[config.mk]
export PLATFORM = sky130hd
export DESIGN_NAME = char_serializer
export DESIGN_NICKNAME = d
export VERILOG_FILES = /design/src/rtl/char_ser_pkg.sv /design/src/rtl/cs_shreg.sv /design/src/rtl/cs_bitcnt.sv /design/src/rtl/cs_ctrl.sv /design/src/rtl/char_serializer.sv
export SDC_FILE = /design/constraint.sdc
export NUM_CORES = 1
export LEC_CHECK = 0
export ABC_AREA = 1
export BUFFER_PORTS_ARGS = -buffer_cell sky130_fd_sc_hd__buf_2
export CORE_MARGIN = 8
export CORE_UTILIZATION = 55
export DETAILED_ROUTE_END_ITERATION = 8
export GPL_TIMING_DRIVEN = 0
export MAX_ROUTING_LAYER = met4
export PLACE_DENSITY = 0.88
export SETUP_SLACK_MARGIN = 0.4
export SLEW_MARGIN = 20
export SYNTH_ARGS = -nofsm -noshare
export SYNTH_HDL_FRONTEND = slang
export SYNTH_SLANG_ARGS = --single-unit
[constraint.sdc]
create_clock -name clk -period 2.3 [get_ports clk]
set_clock_uncertainty 0.15 [all_clocks]
set_input_delay 0.23 -clock clk [delete_from_list [all_inputs] [get_ports clk]]
set_output_delay 0.23 -clock clk [all_outputs]
set_load 0.005 [all_outputs]
[src/rtl/char_ser_pkg.sv]
package char_ser_pkg;
   typedef enum logic [2:0] {
      TX_IDLE  = 3'd0,
      TX_START = 3'd1,
      TX_DATA  = 3'd2,
      TX_STOP  = 3'd3,
      TX_DONE  = 3'd4
   } tx_state_e;

   function automatic logic line_level(input tx_state_e s, input logic data_bit);
      case (s)
         TX_START: line_level = 1'b0;
         TX_DATA:  line_level = data_bit;
         default:  line_level = 1'b1;
      endcase
   endfunction
endpackage

[src/rtl/cs_shreg.sv]
module cs_shreg #(
   parameter int W = 8
) (
   input  logic         clk,
   input  logic         rst,
   input  logic         load_i,
   input  logic         shift_i,
   input  logic [W-1:0] d_i,
   output logic [W-1:0] q_o
);
   logic [W-1:0] q;

   generate
      if (W < 2) begin : g_bad_w
         $error("cs_shreg: W must be at least 2");
      end
   endgenerate

   always_ff @(posedge clk) begin
      if (rst)          q <= '0;
      else if (load_i)  q <= d_i;
      else if (shift_i) q <= {1'b1, q[W-1:1]};
   end

   assign q_o = q;
endmodule

[src/rtl/cs_bitcnt.sv]
module cs_bitcnt #(
   parameter int W = 4
) (
   input  logic         clk,
   input  logic         rst,
   input  logic         clr_i,
   input  logic         inc_i,
   output logic [W-1:0] cnt_o
);
   logic [W-1:0] cnt;

   always_ff @(posedge clk) begin
      if (rst || clr_i) cnt <= '0;
      else if (inc_i)   cnt <= cnt + 1'b1;
   end

   assign cnt_o = cnt;
endmodule

[src/rtl/cs_ctrl.sv]
module cs_ctrl
   import char_ser_pkg::*;
(
   input  logic      clk,
   input  logic      rst,
   input  logic      start_i,
   input  logic      last_i,
   output tx_state_e st_o,
   output logic      load_o,
   output logic      shift_o
);
   tx_state_e st, st_nx;
   logic      accept;

   assign accept = start_i && (st == TX_IDLE || st == TX_DONE);

   always_comb begin
      st_nx = st;
      unique case (st)
         TX_IDLE:  if (accept) st_nx = TX_START;
         TX_START: st_nx = TX_DATA;
         TX_DATA:  if (last_i) st_nx = TX_STOP;
         TX_STOP:  st_nx = TX_DONE;
         TX_DONE:  st_nx = accept ? TX_START : TX_IDLE;
         default:  st_nx = TX_IDLE;
      endcase
   end

   always_ff @(posedge clk) begin
      if (rst) st <= TX_IDLE;
      else     st <= st_nx;
   end

   assign st_o    = st;
   assign load_o  = accept;
   assign shift_o = (st == TX_DATA);
endmodule

[src/rtl/char_serializer.sv]
module char_serializer
   import char_ser_pkg::*;
#(
   parameter int DATA_W = 8
) (
   input  logic              clk,
   input  logic              rst,
   input  logic              start_i,
   input  logic [DATA_W-1:0] data_i,
   output logic              sdata_o,
   output logic              done_o
);
   localparam int CNT_W = $clog2(DATA_W) + 1;
   localparam logic [CNT_W-1:0] LAST = CNT_W'(DATA_W - 1);

   generate
      if (DATA_W < 2 || DATA_W > 64) begin : g_bad_width
         $error("char_serializer: DATA_W out of range 2..64");
      end
   endgenerate

   tx_state_e         st;
   logic              load, shift, cnt_last;
   logic [CNT_W-1:0]  cnt;
   logic [DATA_W-1:0] sr;

   cs_ctrl u_ctrl (
      .clk     (clk),
      .rst     (rst),
      .start_i (start_i),
      .last_i  (cnt_last),
      .st_o    (st),
      .load_o  (load),
      .shift_o (shift)
   );

   cs_bitcnt #(.W(CNT_W)) u_cnt (
      .clk   (clk),
      .rst   (rst),
      .clr_i (load),
      .inc_i (shift),
      .cnt_o (cnt)
   );

   cs_shreg #(.W(DATA_W)) u_sr (
      .clk     (clk),
      .rst     (rst),
      .load_i  (load),
      .shift_i (shift),
      .d_i     (data_i),
      .q_o     (sr)
   );

   assign cnt_last = (cnt == LAST);
   assign sdata_o  = line_level(st, sr[0]);
   assign done_o   = (st == TX_DONE);
endmodule

==> run metrics <==
status=complete, no violations; die area=roughly 2900 µm²; CTS H-tree depth=1; setup TNS=0 ns; syn nets=122; critical path class=register to output port; cells along the critical path=nor2_4, nand2_4, inv_2, a21o_1, buf_2; fin nets=about 140; Placer Congestion=0.758; ANT nets after route=0; slew margin rel.=between 70% and 80%; Post-CTS Resized=0; Synthesis Warnings=0; Clock Tree Buf Depth=2; Yosys top cell by area=dfxtp_1; Hold Crit Depth=2; final setup fails=0; GR Overflow Total=0; GRT Total Usage=13.5%; Fillers=123; largest net degree at the start of global routing=11; latest clock arrival within the worst-skew pair=roughly 0.28 ns; first-pass GRT wire length=roughly 2900 µm; synthesized instance count=110; minimum clock period=between 1.5 and 2 ns; Avg Cell Area, Syn=approximately 7.2 µm²; overall die height=approximately 54 µm; highest-delay cell along the critical path=dfxtp_1; setup bufs post-CTS=0; number of buffers and inverters on the critical path=2; pwr dens=~700 nW/µm²; Vias=roughly 740; buffers added on ports=12; CTS tree=built; Synth top area share=roughly 38%; Clock Tree Root=clkbuf_4; Hold Buf Count CTS=0; register clock-pin slew on the reported worst setup and hold paths=around 0.090 ns; DRT Wirelength=roughly 1800 µm; starting DRC count in detailed routing=17; peak supply drop=approximately 350 µV; Worst EP arrival=between 1 and 1.5 ns; Max-cap violations=0; LEAKAGE=around 0.45 nW; hold endpoint=u_sr.q_o[2]$_SDFFE_PP0P_; TritonCTS Buffers=3; Required @ worst endpoint=roughly 1.9 ns; DR WL/cell=~12 µm; final period utilization=74.4%; crit-path leading delay family=flip-flops; worst-path maximum fanout=7; n_diodes=0; Synth Cell Area=about 800 µm²; Detailed Place HPWL=approximately 1300 µm; CP Launch Type=register; worst hold start=rst; Die W=54.1 µm; worst reg2reg endpoint=u_sr.q_o[6]$_SDFFE_PP0P_; Reg2Reg Setup Slack=between 0.9 and 1 ns; router iterations before antenna repair=4; RR Startpoint=u_ctrl.st_o[1]$_SDFFE_PP0P_; Hold WC Path Type=input pin to register; area grow syn2layout=13.3%; Core Footprint=1330 µm²; CP max stage delay=approximately 0.40 ns; I/O pin count=13; DRC violation count after routing=0; Slew @ Worst Pin=0.308 ns; Slew Viols, Final=0; number of global-route vias before repair=between 700 and 800; unrepaired setup endpoints after global routing=false; Initial Util=around three fifths; register area share after synthesis=around 38%; Via density=around 5.3; clk sink count=15; FP Rows=13; top cells by area, synth=dfxtp_1 38%, nand2_1 13%, nand3_1 8.8%; Worst R2R Path Depth=8; FMAX=about 600 MHz; Pwr Total=0.000639 W; Hold Fails Final Rpt=0; initial antenna violation count=0; Yosys reg bits=15; crit end category=output port; Netlist cell types=21; share of layout cells above drive strength 1=between 20% and 30%
how the worst max path moves through the flow:
| stage | slack, ns | to | cells after the start | startpoint |
|---|---|---|---|---|
| final | 0.59 | sdata_o | 5 | u_ctrl.st_o[0]$_SDFFE_PP0P_ |
| after global routing | 0.50 | sdata_o | 5 | u_ctrl.st_o[0]$_SDFFE_PP0P_ |
| after CTS | 0.59 | sdata_o | 5 | u_ctrl.st_o[0]$_SDFFE_PP0P_ |
| after detailed placement | 0.91 | sdata_o | 5 | u_ctrl.st_o[0]$_SDFFE_PP0P_ |
| after global placement | 0.93 | sdata_o | 5 | u_ctrl.st_o[0]$_SDFFE_PP0P_ |
| after floorplan | 1.10 | sdata_o | 4 | u_ctrl.st_o[0]$_SDFFE_PP0P_ |
per-layer routing:
layer	wire, µm	track usage, %	part of all wire, %	vias up
met5	0	-	0	-
met4	27	6.15	1.5	0
met3	83	2.48	4.7	4
met2	804	21.0	46	22
met1	844	16.3	48	333
li1	-	-	-	385
cells in the final DEF (no fill, tap or decap):
cell type	synthesis	routed
nor3_1	1	1
buf_2	0	12
nand3b_2	2	2
a21o_1	1	1
ha_1	1	1
clkinv_2	0	1
buf_6	3	3
nand2_1	27	27
dfxtp_1	15	15
inv_2	1	1
clkbuf_4	0	3
nand3_1	14	14
a21oi_1	8	8
nor2_1	9	9
nor3_2	1	1
o21ai_0	1	1
nand4_1	3	3
nand2_2	1	1
nand2_4	2	2
xor2_1	1	1
nor2_2	2	2
nor2_4	2	2
inv_1	14	14
nand3b_1	1	1
flip-flops by register name, indices dropped and copies added (netlist names):
name and count:
u_sr.q_o 8, u_cnt.cnt_o 4, u_ctrl.st_o 3
metrics by stage:
step	std cells	util, %	worst slack (ns)	hold slack (ns)	instance area, µm²
after global routing	141	67.7	0.498	0.0590	903
after global placement	137	65.7	0.932	0.311	876
final	141	67.7	0.588	0.0521	903
after floorplan	110	-	1.10	0.149	797
after detailed placement	137	65.7	0.914	0.321	876
after CTS	141	67.7	0.588	0.0476	903
power breakdown:
group,internal (W),switching [W],leakage (nW)
sequential,0.000287,0.0000186,0.123
clock,0.0000646,0.0000905,0.0177
combinational,0.0000733,0.000105,0.314
worst register-to-register path: cells and delay by family, from the launching register on:
family                 cells  cell delay [ns]
AND/OR/NAND/NOR            5             0.59
flip-flops                 1             0.32
buffers and inverters      3             0.23
synth_stat cells:
| master | n |
|---|---|
| nand2_1 | 27 |
| dfxtp_1 | 15 |
| inv_1 | 14 |
| nand3_1 | 14 |
| nor2_1 | 9 |
| a21oi_1 | 8 |
| buf_6 | 3 |
| nand4_1 | 3 |
| nand2_4 | 2 |
| nand3b_2 | 2 |
| nor2_2 | 2 |
| nor2_4 | 2 |
| a21o_1 | 1 |
| ha_1 | 1 |
| inv_2 | 1 |
| nand2_2 | 1 |
| nand3b_1 | 1 |
| nor3_1 | 1 |
| nor3_2 | 1 |
| o21ai_0 | 1 |
| xor2_1 | 1 |
layout make-up:
class / instances / area, µm² / area share [%]
inverter: 15 / 56.3 / 6.23
buffer: 3 / 33.8 / 3.74
sequential: 15 / 300 / 33.2
timing repair buffer: 12 / 60.1 / 6.65
multi-input combinational: 77 / 407 / 45.0
clock inverter: 1 / 5.00 / 0.554
clock buffer: 3 / 22.5 / 2.49
tap: 15 / 18.8 / 2.08
cells by family (layout without fill, tap and decap cells):
| group | after synthesis | after routing | synth area share (%) |
|---|---|---|---|
| and+or+nand+nor | 65 | 65 | 41.8 |
| buffers and inverters | 18 | 34 | 11.3 |
| DFF | 15 | 15 | 37.7 |
| AOI/OAI and AO/OA | 10 | 10 | 6.59 |
| adders and majority gates | 1 | 1 | 1.57 |
| xor gates and xnor gates | 1 | 1 | 1.10 |
Power figures use the tool's default switching activity.
